==> config.mk <==
export PLATFORM = sky130hd
export DESIGN_NAME = rf_row_mapper
export DESIGN_NICKNAME = d
export VERILOG_FILES = /design/src/rtl/rfm_pkg.sv /design/src/rtl/rfm_bounds.sv /design/src/rtl/rfm_global_path.sv /design/src/rtl/rfm_priv_path.sv /design/src/rtl/rfm_out_stage.sv /design/src/rtl/rf_row_mapper.sv
export SDC_FILE = /design/constraint.sdc
export NUM_CORES = 1
export LEC_CHECK = 0
export CAP_MARGIN = 20
export CORE_UTILIZATION = 47
export DETAILED_ROUTE_END_ITERATION = 16
export PLACE_DENSITY = 0.79
export REMOVE_ABC_BUFFERS = 1
export SLEW_MARGIN = 15
export SYNTH_ARGS = -nofsm -noshare
export SYNTH_HDL_FRONTEND = slang
export SYNTH_HIERARCHICAL = 1
export SYNTH_SLANG_ARGS = --single-unit
==> constraint.sdc <==
create_clock -name clk -period 0.8 [get_ports clk]
set_clock_uncertainty 0.2 [all_clocks]
set_input_delay 0.16 -clock clk [delete_from_list [all_inputs] [get_ports clk]]
set_output_delay 0.16 -clock clk [all_outputs]
set_load 0.05 [all_outputs]
==> src/rtl/rfm_pkg.sv <==
package rfm_pkg;

   typedef enum logic [1:0] {
      MODE_PRIV = 2'd0,
      MODE_ABS  = 2'd1,
      MODE_IDX  = 2'd2,
      MODE_RSVD = 2'd3
   } rfm_mode_e;

   typedef enum logic [1:0] {
      RGN_SHARED = 2'd0,
      RGN_TEMP   = 2'd1,
      RGN_PRIV   = 2'd2,
      RGN_NONE   = 2'd3
   } rfm_region_e;

endpackage

==> src/rtl/rfm_bounds.sv <==
// Region boundaries derived from the configured sizes.
module rfm_bounds #(
   parameter int NUM_ROWS = 128,
   localparam int ROW_W = $clog2(NUM_ROWS),
   localparam int XW = ROW_W + 3
) (
   input  logic [ROW_W:0]  shared_rows,
   input  logic [ROW_W:0]  temp_rows,
   output logic [XW-1:0]   temp_lo,
   output logic [XW-1:0]   temp_hi,
   output logic [XW-1:0]   priv_lo,
   output logic            cfg_bad
);
   always_comb begin
      temp_lo = XW'(shared_rows);
      temp_hi = XW'(shared_rows) + XW'(temp_rows);
      priv_lo = temp_hi + XW'(temp_rows);
      cfg_bad = (priv_lo > XW'(NUM_ROWS));
   end
endmodule

==> src/rtl/rfm_global_path.sv <==
// Absolute and indexed translation into the shared and temporary rows.
module rfm_global_path
   import rfm_pkg::*;
#(
   parameter int NUM_ROWS = 128,
   localparam int ROW_W = $clog2(NUM_ROWS),
   localparam int XW = ROW_W + 3
) (
   input  rfm_mode_e        mode,
   input  logic [ROW_W-1:0] addr,
   input  logic             wave_odd,
   input  logic             use_idx,
   input  logic [ROW_W-1:0] imm_ofs,
   input  logic [ROW_W-1:0] idx_val,
   input  logic             dyn_en,
   input  logic             cfg_bad,
   input  logic [XW-1:0]    temp_lo,
   input  logic [XW-1:0]    temp_hi,
   input  logic [ROW_W-1:0] temp_rows,
   output logic [ROW_W-1:0] row,
   output rfm_region_e      region,
   output logic             err
);
   logic [ROW_W-1:0] ofs;
   logic [XW-1:0]    eff;

   always_comb begin
      ofs = '0;
      if (mode == MODE_IDX) ofs = use_idx ? idx_val : imm_ofs;
      eff = XW'(addr) + XW'(ofs);
   end

   always_comb begin
      row    = '0;
      region = RGN_NONE;
      err    = 1'b0;
      if (!dyn_en || cfg_bad || eff >= XW'(NUM_ROWS)) begin
         err = 1'b1;
      end else if (eff < temp_lo) begin
         row    = eff[ROW_W-1:0];
         region = RGN_SHARED;
      end else if (eff < temp_hi) begin
         row    = eff[ROW_W-1:0] + (wave_odd ? temp_rows : '0);
         region = RGN_TEMP;
      end else begin
         err = 1'b1;
      end
   end
endmodule

==> src/rtl/rfm_priv_path.sv <==
// Wavefront-relative translation into the private rows.
module rfm_priv_path
   import rfm_pkg::*;
#(
   parameter int NUM_ROWS = 128,
   localparam int ROW_W = $clog2(NUM_ROWS),
   localparam int XW = ROW_W + 3
) (
   input  logic [ROW_W-1:0] addr,
   input  logic [ROW_W-1:0] base,
   input  logic [ROW_W:0]   size,
   input  logic [XW-1:0]    priv_lo,
   output logic [ROW_W-1:0] row,
   output rfm_region_e      region,
   output logic             err
);
   logic [XW-1:0] sum;

   always_comb begin
      sum    = XW'(base) + XW'(addr);
      row    = '0;
      region = RGN_NONE;
      err    = 1'b0;
      if (XW'(addr) >= XW'(size) || sum >= XW'(NUM_ROWS) || XW'(base) < priv_lo) begin
         err = 1'b1;
      end else begin
         row    = base + addr;
         region = RGN_PRIV;
      end
   end
endmodule

==> src/rtl/rfm_out_stage.sv <==
// Optional register stage on the mapped result.
module rfm_out_stage
   import rfm_pkg::*;
#(
   parameter int ROW_W   = 7,
   parameter bit REG_OUT = 1'b1
) (
   input  logic             clk,
   input  logic             rst_n,
   input  logic             in_valid,
   input  logic [ROW_W-1:0] in_row,
   input  rfm_region_e      in_region,
   input  logic             in_err,
   output logic             out_valid,
   output logic [ROW_W-1:0] out_row,
   output rfm_region_e      out_region,
   output logic             out_err
);
   generate
      if (REG_OUT) begin : g_reg
         always_ff @(posedge clk or negedge rst_n) begin
            if (!rst_n) begin
               out_valid  <= 1'b0;
               out_row    <= '0;
               out_region <= RGN_NONE;
               out_err    <= 1'b0;
            end else begin
               out_valid  <= in_valid;
               out_row    <= in_row;
               out_region <= in_region;
               out_err    <= in_err;
            end
         end


         lat_valid_chk: assert property (@(posedge clk) disable iff (!rst_n)
            in_valid |=> out_valid);

         lat_idle_chk: assert property (@(posedge clk) disable iff (!rst_n)
            !in_valid |=> !out_valid);
      end else begin : g_comb
         always_comb begin
            out_valid  = in_valid;
            out_row    = in_row;
            out_region = in_region;
            out_err    = in_err;
         end
      end
   endgenerate


   err_clear_chk: assert property (@(posedge clk) disable iff (!rst_n)
      (out_valid && out_err) |-> (out_row == '0 && out_region == RGN_NONE));
endmodule

==> src/rtl/rf_row_mapper.sv <==
module rf_row_mapper
   import rfm_pkg::*;
#(
   parameter int NUM_ROWS  = 128,
   parameter int NUM_WAVES = 16,
   parameter bit REG_OUT   = 1'b1,
   localparam int ROW_W  = $clog2(NUM_ROWS),
   localparam int WAVE_W = $clog2(NUM_WAVES),
   localparam int XW     = ROW_W + 3
) (
   input  logic              clk,
   input  logic              rst_n,
   input  logic              req_valid,
   input  logic [1:0]        req_mode,
   input  logic [ROW_W-1:0]  req_addr,
   input  logic [WAVE_W-1:0] req_wave,
   input  logic              req_use_idx,
   input  logic [ROW_W-1:0]  req_imm_ofs,
   input  logic [ROW_W-1:0]  idx_reg,
   input  logic [ROW_W-1:0]  priv_base,
   input  logic [ROW_W:0]    priv_size,
   input  logic [ROW_W:0]    cfg_shared_rows,
   input  logic [ROW_W:0]    cfg_temp_rows,
   input  logic              cfg_dyn_en,
   output logic              out_valid,
   output logic [ROW_W-1:0]  out_row,
   output logic [1:0]        out_region,
   output logic              out_err
);
   generate
      if (NUM_ROWS < 8 || (1 << ROW_W) != NUM_ROWS) begin : g_bad_rows
         $error("rf_row_mapper: NUM_ROWS must be a power of two of at least 8");
      end
      if (NUM_WAVES < 2 || (1 << WAVE_W) != NUM_WAVES) begin : g_bad_waves
         $error("rf_row_mapper: NUM_WAVES must be a power of two of at least 2");
      end
   endgenerate

   rfm_mode_e        mode;
   logic [XW-1:0]    temp_lo, temp_hi, priv_lo;
   logic             cfg_bad;
   logic [ROW_W-1:0] g_row, p_row, res_row;
   rfm_region_e      g_region, p_region, res_region, st_region;
   logic             g_err, p_err, res_err;

   assign mode = rfm_mode_e'(req_mode);

   rfm_bounds #(.NUM_ROWS(NUM_ROWS)) bounds_i (
      .shared_rows (cfg_shared_rows),
      .temp_rows   (cfg_temp_rows),
      .temp_lo     (temp_lo),
      .temp_hi     (temp_hi),
      .priv_lo     (priv_lo),
      .cfg_bad     (cfg_bad)
   );

   rfm_global_path #(.NUM_ROWS(NUM_ROWS)) glob_i (
      .mode      (mode),
      .addr      (req_addr),
      .wave_odd  (req_wave[0]),
      .use_idx   (req_use_idx),
      .imm_ofs   (req_imm_ofs),
      .idx_val   (idx_reg),
      .dyn_en    (cfg_dyn_en),
      .cfg_bad   (cfg_bad),
      .temp_lo   (temp_lo),
      .temp_hi   (temp_hi),
      .temp_rows (cfg_temp_rows[ROW_W-1:0]),
      .row       (g_row),
      .region    (g_region),
      .err       (g_err)
   );

   rfm_priv_path #(.NUM_ROWS(NUM_ROWS)) priv_i (
      .addr    (req_addr),
      .base    (priv_base),
      .size    (priv_size),
      .priv_lo (priv_lo),
      .row     (p_row),
      .region  (p_region),
      .err     (p_err)
   );

   always_comb begin
      res_row    = '0;
      res_region = RGN_NONE;
      res_err    = 1'b1;
      unique case (mode)
         MODE_PRIV: begin
            res_row = p_row; res_region = p_region; res_err = p_err;
         end
         MODE_ABS, MODE_IDX: begin
            res_row = g_row; res_region = g_region; res_err = g_err;
         end
         default: begin
            res_err = 1'b1;
         end
      endcase
   end

   rfm_out_stage #(.ROW_W(ROW_W), .REG_OUT(REG_OUT)) out_i (
      .clk        (clk),
      .rst_n      (rst_n),
      .in_valid   (req_valid),
      .in_row     (res_row),
      .in_region  (res_region),
      .in_err     (res_err),
      .out_valid  (out_valid),
      .out_row    (out_row),
      .out_region (st_region),
      .out_err    (out_err)
   );

   assign out_region = st_region;


   shared_row_chk: assert property (@(posedge clk) disable iff (!rst_n)
      (req_valid && !res_err && res_region == RGN_SHARED) |->
         (XW'(res_row) < XW'(cfg_shared_rows) && mode != MODE_PRIV));

   temp_row_chk: assert property (@(posedge clk) disable iff (!rst_n)
      (req_valid && !res_err && res_region == RGN_TEMP) |->
         (XW'(res_row) >= temp_lo && XW'(res_row) < priv_lo &&
          ((XW'(res_row) >= temp_hi) == req_wave[0])));

   priv_row_chk: assert property (@(posedge clk) disable iff (!rst_n)
      (req_valid && !res_err && res_region == RGN_PRIV) |->
         (XW'(res_row) >= priv_lo && mode == MODE_PRIV));

   dyn_gate_chk: assert property (@(posedge clk) disable iff (!rst_n)
      (req_valid && !cfg_dyn_en && (mode == MODE_ABS || mode == MODE_IDX)) |-> res_err);

   rsvd_mode_chk: assert property (@(posedge clk) disable iff (!rst_n)
      (req_valid && mode == MODE_RSVD) |-> res_err);
endmodule

Word-level counts from Yosys, hierarchy flattened
Index checks and enable logic that the tools add are counted.
{"block": "totals", "reg_bits": 11, "in_bits": 63, "output_inout_bits": 11}
{"block": "classes", "add_sub_neg": 6, "mux": 18, "n_lt_le_gt_ge": 7, "n_reduce_logical": 7, "n_eq_ne": 2}
{"operator": "$mux W7", "count": 7}
{"operator": "$ge A10 B8 Y1 const B", "count": 2}
{"operator": "$add A7 B7 Y8", "count": 2}
{"operator": "$add A7 B7 Y7", "count": 2}
{"operator": "$pmux W7 S2", "count": 1}
{"operator": "$add A10 B8 Y10", "count": 1}
{"operator": "$gt A10 B8 Y1 const B", "count": 1}
{"operator": "$lt A10 B8 Y1", "count": 1}
{"operator": "$lt A10 B9 Y1", "count": 1}
{"operator": "$lt A7 B10 Y1", "count": 1}
{"operator": "$add A8 B8 Y9", "count": 1}
{"operator": "$ge A7 B8 Y1", "count": 1}
{"operator": "$mux W2", "count": 3}
{"operator": "$mux W1", "count": 5}
{"operator": "$logic_or A1 B1 Y1", "count": 4}
{"operator": "$pmux W2 S2", "count": 1}
{"operator": "$eq A2 B1 Y1 const B", "count": 1}
{"operator": "$eq A2 B2 Y1 const B", "count": 1}
{"operator": "$logic_not A2 Y1", "count": 1}
{"operator": "$pmux W1 S2", "count": 1}
{"operator": "$reduce_or A2 Y1", "count": 1}
{"operator": "$logic_not A1 Y1", "count": 1}

Logic depth before layout (Yosys ltp)
Gate-level depths: netlist of the first run.
{"block": "depth", "depth_word": 8, "depth_mapped": 20}

Modules after synthesis
Netlist of the first run, hierarchy kept.
{"mod": "rfm_global_path", "seq_area_each_um2": 0.0, "area_per_inst_um2": 1142.3, "n_inst": 1, "cells_per_inst": 161}
{"mod": "rfm_bounds", "seq_area_each_um2": 0.0, "area_per_inst_um2": 829.5, "n_inst": 1, "cells_per_inst": 105}
{"mod": "rfm_priv_path", "seq_area_each_um2": 0.0, "area_per_inst_um2": 674.4, "n_inst": 1, "cells_per_inst": 84}
{"mod": "rfm_out_stage", "seq_area_each_um2": 277.8, "area_per_inst_um2": 277.8, "n_inst": 1, "cells_per_inst": 11}
{"mod": "rf_row_mapper", "seq_area_each_um2": 0.0, "area_per_inst_um2": 168.9, "n_inst": 1, "cells_per_inst": 24}

Least setup slack after synthesis of the first run
Ideal clock, no wire load.
{"block": "synth_timing", "path_type": "input to register", "start": "input port cfg_shared_rows[0]", "end": "register out_i.out_region[0]", "setup_slack_ns": -3.536, "setup_ns": 0.083, "stages": 17, "t_arrival_ns": 4.052, "cell_sequence": "ha_1 -> fa_1 -> a21oi_1 -> o21ai_1 -> a21oi_1 -> ha_1 -> o21a_1 -> a211oi_1 -> o21bai_1 -> nor2_1 -> o21a_1 -> or4_4 -> a2111oi_4 -> o211ai_4 -> or2_1 -> buf_4 -> a221o_1"}
{"block": "synth_between", "word_cells_on_any_way": 12}
{"element": "start: declaration", "line_no": "rf_row_mapper.sv:22", "source": "input logic [ROW_W:0] cfg_shared_rows,"}
{"element": "$add A8 B8 Y9", "line_no": "rfm_bounds.sv:16", "source": "temp_hi = XW'(shared_rows) + XW'(temp_rows);"}
{"element": "net temp_hi[4]", "line_no": "rf_row_mapper.sv:40", "source": "logic [XW-1:0] temp_lo, temp_hi, priv_lo;"}
{"element": "$add A10 B8 Y10", "line_no": "rfm_bounds.sv:17", "source": "priv_lo = temp_hi + XW'(temp_rows);"}
{"element": "net priv_lo[9]", "line_no": "rf_row_mapper.sv:40"}
{"element": "$lt A7 B10 Y1", "line_no": "rfm_priv_path.sv:24", "source": "if (XW'(addr) >= XW'(size) || sum >= XW'(NUM_ROWS) || XW'(base) < priv_lo) begin"}
{"element": "$logic_or A1 B1 Y1", "line_no": "rfm_priv_path.sv:24"}
{"element": "$mux W1", "line_no": "rfm_priv_path.sv:24"}
{"element": "net p_region[0]", "line_no": "rf_row_mapper.sv:43", "source": "rfm_region_e g_region, p_region, res_region, st_region;"}
{"element": "$pmux W2 S2", "line_no": "rf_row_mapper.sv:88", "source": "unique case (mode)"}
{"element": "net res_region[0]", "line_no": "rf_row_mapper.sv:43"}
{"element": "end signal: assignment", "line_no": "rfm_out_stage.sv:30", "source": "out_region <= in_region;"}
{"element": "end: declaration", "line_no": "rfm_out_stage.sv:16", "source": "output rfm_region_e out_region,"}
The timed path passes the listed nets, and every way through them passes these cells.

Worst setup path after layout of the first run
{"block": "layout_timing", "start": "input port cfg_temp_rows[0]", "end": "register out_i.out_row[1]"}
{"block": "layout_between", "word_cells_on_any_way": 15}
{"element": "start: declaration", "line_no": "rf_row_mapper.sv:23", "source": "input logic [ROW_W:0] cfg_temp_rows,"}
{"element": "$add A8 B8 Y9", "line_no": "rfm_bounds.sv:16"}
{"element": "net temp_hi[4]", "line_no": "rf_row_mapper.sv:40"}
{"element": "$add A10 B8 Y10", "line_no": "rfm_bounds.sv:17"}
{"element": "net priv_lo[9]", "line_no": "rf_row_mapper.sv:40"}
{"element": "$lt A7 B10 Y1", "line_no": "rfm_priv_path.sv:24"}
{"element": "$logic_or A1 B1 Y1", "line_no": "rfm_priv_path.sv:24"}
{"element": "$mux W7", "line_no": "rfm_priv_path.sv:24"}
{"element": "net p_row[1]", "line_no": "rf_row_mapper.sv:42", "source": "logic [ROW_W-1:0] g_row, p_row, res_row;"}
{"element": "$pmux W7 S2", "line_no": "rf_row_mapper.sv:88"}
{"element": "net res_row[1]", "line_no": "rf_row_mapper.sv:42"}
{"element": "end signal: assignment", "line_no": "rfm_out_stage.sv:29", "source": "out_row <= in_row;"}
{"element": "end: declaration", "line_no": "rfm_out_stage.sv:15", "source": "output logic [ROW_W-1:0] out_row,"}
The timed path passes the listed nets, and every way through them passes these cells.

==> tab_implementation.tex, run 1 <==
\begin{tabular}{lr}
\hline
Metric & Value \\
\hline
\multicolumn{2}{l}{\textbf{Outcome}} \\
\quad Run status & complete, but fails checks \\
\quad Violations in the final reports & setup timing \\
\multicolumn{2}{l}{\textbf{Cells and area}} \\
\quad Total inserted antenna cells & 0 \\
\quad Fill count & 285 \\
\quad Design Area, Final & roughly 5600 um\^{}2 \\
\quad Layout overhead on the synthesized area & 79.6\% \\
\quad Total number of nets in the final design & 722 \\
\quad Final core utilization & 0.875 \\
\quad Area used by sequential logic in the layout & between 200 and 300 um\^{}2 \\
\quad Final non-filler cell total & 665 \\
\quad Fraction of layout instances using a drive strength above 1 & 0.417 \\
\quad Multi-input logic area & 3010 um\^{}2 \\
\multicolumn{2}{l}{\textbf{Floorplan}} \\
\quad Number of standard-cell rows in the floorplan & 29 \\
\quad Chip width & 83.1 um \\
\quad Ports placed on the boundary & 74 \\
\quad Initial core utilization & 0.487 \\
\quad Core area & between 6000 and 7000 um\^{}2 \\
\quad Die outline height & 83.1 um \\
\quad Die area & approximately 6900 um\^{}2 \\
\multicolumn{2}{l}{\textbf{Timing}} \\
\quad Total count of hold-check failures in the final report & 0 \\
\quad Unrepaired setup endpoints after global routing & true \\
\quad Final slew viol count & 0 \\
\quad Setup TNS & -39.27 ns \\
\quad Slew at the pin with the worst max-slew slack & 0.619 ns \\
\quad Post-layout worst setup margin & -3.64 ns \\
\quad Post-Route Hold Slack & 0.0591 ns \\
\quad Count of endpoints failing setup in the final report & 21 \\
\quad Final worst path period need & roughly 4.4 ns \\
\quad Remaining max-slew budget at the tightest pin & 0.584 \\
\quad Timing-limited maximum frequency & approximately 230 MHz \\
\quad Final Cycle Share & 5.55 \\
\multicolumn{2}{l}{\textbf{Place}} \\
\quad Post-placement cell area & 4790 um\^{}2 \\
\quad Placed instance count & 635 \\
\quad Global placement routability congestion & 0.892 \\
\quad Port-buffer cells & 70 \\
\quad DPL Wire Length & 7.89 mm \\
\multicolumn{2}{l}{\textbf{Routing}} \\
\quad Count of nets left with antenna violations after detail routing & 0 \\
\quad 1st-pass router iterations & 5 \\
\quad Post-Route WL & around 15 mm \\
\quad Via count & 4,218 \\
\quad Vias per cell & 6.34 \\
\quad Iteration-0 DRC Markers & about 380 \\
\quad Post-detailed-route wirelength per cell & 23.0 um \\
\quad DRC violations left & 0 \\
\multicolumn{2}{l}{\textbf{Clock network}} \\
\quad CTS Buffer Depth & 2 \\
\quad CTS tree & yes \\
\quad Number of buffers created by CTS & 3 \\
\quad Cell at the root of the clock tree & sky130\_fd\_sc\_hd\_\_clkbuf\_8 \\
\quad Clock H-tree levels & 1 \\
\quad Clock transition at the register clock pins on the worst setup and hold paths after CTS & about 0.060 ns \\
\quad Clock sinks & 11 \\
\multicolumn{2}{l}{\textbf{GRT}} \\
\quad First-pass GRT wire length & 20.9 mm \\
\quad Pin count of the biggest net entering global routing & 12 \\
\quad Total congestion overflow & 0 \\
\quad GRT Total Usage & 0.379 \\
\quad Number of global-route vias before repair & 4,278 \\
\quad Initial antenna violation count & 0 \\
\multicolumn{2}{l}{\textbf{Pwr}} \\
\quad Clk network pwr share & 0.070 \\
\quad Sw Ratio & 0.468 \\
\quad Int Pwr & between 4 and 5 mW \\
\quad Net switching power of the design & slightly above 4 mW \\
\quad Relative contribution of sequential cells to total power & 0.079 \\
\quad Areal power density over the cells & 1560 nW/um\^{}2 \\
\quad Maximum ir drop on the vdd rail & 1.57 mV \\
\quad Fraction of power consumed by combinational cells & 0.851 \\
\quad Leakage component of the power & roughly 2.7 nW \\
\multicolumn{2}{l}{\textbf{Setup path}} \\
\quad Worst path depth & 19 \\
\quad Type of destination of the critical path & flop \\
\quad Buffering stage count on the worst path with inverters included & 2 \\
\quad Crit Path Category & primary input to flop \\
\quad Cell chain of the critical path & buf\_2 -> ha\_4 -> fa\_2 -> a21oi\_2 -> o21ai\_2 -> a21oi\_4 -> ha\_4 -> o21a\_1 -> a211oi\_2 -> o21bai\_2 -> nor2\_1 -> o21a\_1 -> or4\_4 -> a2111oi\_4 -> o211ai\_4 -> buf\_6 -> nor3b\_2 -> a22oi\_1 -> nor2\_1 \\
\quad CP Data Arrival Time & 4.41 ns \\
\quad Standard cell with the maximum stage delay on the critical path & sky130\_fd\_sc\_hd\_\_or4\_4 \\
\quad Crit path max fanout & 7 \\
\quad Delay of the slowest cell on the worst path & 0.55 ns \\
\quad Worst EP required & 0.77 ns \\
\quad Worst setup SP type & primary input \\
\quad Cell type group with the largest total delay on the critical path & compound AO/OA/AOI/OAI gates \\
\multicolumn{2}{l}{\textbf{Job}} \\
\quad Max-Cap Viols & 0 \\
\multicolumn{2}{l}{\textbf{Yosys}} \\
\quad Count of flip-flops with a built-in enable after synthesis & 0 \\
\quad Mapped Avg Cell Area & 8.03 um\^{}2 \\
\quad Distinct cells, synth & 59 \\
\quad Cell count after synthesis & approximately 390 \\
\quad Number of warning messages in the yosys log & 6 \\
\quad Sequential cell area fraction in the yosys report & 0.0898 \\
\quad Dominant register cell in the synthesized netlist & sky130\_fd\_sc\_hd\_\_dfrtp\_1 \\
\quad Post-synthesis sequential element count & 11 \\
\quad Area of the mapped netlist & 3090 um\^{}2 \\
\quad Post-synthesis async set-or-reset flop share & 1.00 \\
\multicolumn{2}{l}{\textbf{Hold path}} \\
\quad Worst min-delay path class & primary input to async pin \\
\hline
\end{tabular}
-- logic make-up (layout without fill, tap and decap cells) --
kind of cell,count (synthesis),in the layout,share of synthesized area
AOI/OAI and AO/OA,97,97,0.231
xor gates and xnor gates,24,24,0.0680
adders and majority gates,71,71,0.299
buffers and inverters,61,262,0.0987
DFF,11,11,0.0898
muxes,8,8,0.0263
other,2,4,0.00243
and+or+nand+nor,111,111,0.184
-- power by group through the flow --
| stage | combinational [mW] | sequential, mW | clock (mW) |
|---|---|---|---|
| CTS | 6.11 | 0.685 | 0.580 |
| finish | 7.37 | 0.686 | 0.603 |
| detailed placement | 5.16 | 0.693 | 0 |
| global route | 7.66 | 0.691 | 0.628 |
| floorplan | 2.56 | 0.881 | 0 |
| global placement | 4.93 | 0.691 | 0 |
-- through the flow --
stage / total power [mW] / setup WS, ns
after detailed placement: 5.85 / -4.15
after floorplan: 3.44 / -3.46
after global placement: 5.62 / -3.95
after CTS: 7.38 / -3.25
after global routing: 8.98 / -3.67
final: 8.66 / -3.64
-- synth_stat cells (all sizes together) (8+ instances only) --
cell type / n / share of area
xor2: 8 / 0.023
dfrtp: 9 / 0.073
buf: 18 / 0.047
xnor2: 16 / 0.045
a21oi: 20 / 0.032
nand3: 9 / 0.015
inv: 41 / 0.050
nand2: 16 / 0.019
nor3: 10 / 0.016
ha: 65 / 0.26
nor2: 40 / 0.049
o21a: 8 / 0.019
o21ai: 20 / 0.034
a211oi: 8 / 0.021
-- sequential cells by signal (all words and copies together) (netlist names) --
| name | cells |
|---|---|
| out_i/out_row | 7 |
| out_i/out_region | 2 |
| out_i/out_err | 1 |
| out_i/out_valid | 1 |
-- area by class of cell --
type	count	area share
tap	77	0.0173
multi-input combinational	315	0.541
clock buffer	4	0.00811
sequential	11	0.0500
inverter	41	0.0277
timing repair buffer	217	0.356
-- path summary, 6_finish.rpt --
check,slack (ns),end,from
worst max-delay path,-3.64,out_i/out_row[1],cfg_temp_rows[0]
worst min-delay path,0.06,out_i/out_err,rst_n
max in group asynchronous,0.14,out_i/out_region[1],rst_n
min in group clk,0.15,out_i/out_valid,req_valid
-- cells in the final DEF, fill, tap and decap left out, types with 6 or more instances in the layout --
cell,instances
sky130_fd_sc_hd__clkdlybuf4s50_1,43
sky130_fd_sc_hd__ha_1,52
sky130_fd_sc_hd__o21ai_0,7
sky130_fd_sc_hd__inv_1,41
sky130_fd_sc_hd__buf_4,134
sky130_fd_sc_hd__buf_6,11
sky130_fd_sc_hd__nor2_1,35
sky130_fd_sc_hd__nand2_1,15
sky130_fd_sc_hd__a21o_1,6
sky130_fd_sc_hd__mux2i_1,6
sky130_fd_sc_hd__dlygate4sd2_1,7
sky130_fd_sc_hd__buf_12,13
sky130_fd_sc_hd__xnor2_1,10
sky130_fd_sc_hd__ha_4,12
sky130_fd_sc_hd__xnor2_2,6
sky130_fd_sc_hd__a22oi_1,7
sky130_fd_sc_hd__nand3_1,9
sky130_fd_sc_hd__o21ai_2,8
sky130_fd_sc_hd__dfrtp_1,9
sky130_fd_sc_hd__xor2_1,6
sky130_fd_sc_hd__o21a_1,8
sky130_fd_sc_hd__a21oi_1,13
sky130_fd_sc_hd__nand2b_1,6
-- repair_timing --
item | CTS | global route
gates cloned | 1 | 0
gates resized for setup | 106 | 25
setup endpoints to repair | 21 | 21
setup buffers | 20 | 5
hold endpoints to repair | 0 | 0
hold buffers | 0 | 0
pin swaps | 47 | 20
-- metal layers --
metal	track usage	wire, um
met1	0.419	5220
met5	0	0
met3	0.0547	1460
met2	0.668	7100
met4	0.257	1510
Note: power is estimated with default switching activity, not from simulation.
==> run 2: changes to the inputs <==
--- a/config.mk
+++ b/config.mk
@@ -10,7 +10,7 @@
 export DETAILED_ROUTE_END_ITERATION = 16
 export PLACE_DENSITY = 0.79
 export REMOVE_ABC_BUFFERS = 1
-export SLEW_MARGIN = 15
+export SLEW_MARGIN = 10
 export SYNTH_ARGS = -nofsm -noshare
 export SYNTH_HDL_FRONTEND = slang
 export SYNTH_HIERARCHICAL = 1
==> results of run 2 <==
No change in the layout: final DEF, timing and power equal those of run 1.
==> run 3: changes to the inputs <==
==> constraint.sdc (replaced) <==
create_clock -name clk -period 0.8 [get_ports clk]
set_clock_uncertainty 0.2 [all_clocks]
set_input_delay 0.12 -clock clk [delete_from_list [all_inputs] [get_ports clk]]
set_output_delay 0.12 -clock clk [all_outputs]
set_load 0.05 [all_outputs]
==> results of run 3 <==
The final DEF is identical to that of run 1. Status: complete, but fails checks: setup timing.
Main changes from that run: setup slack after placement -4.15 ns -> -4.11 ns; setup slack after layout -3.64 ns -> -3.60 ns; setup TNS -39.27 ns -> -38.43 ns; hold slack 0.0591 ns -> 0.0191 ns
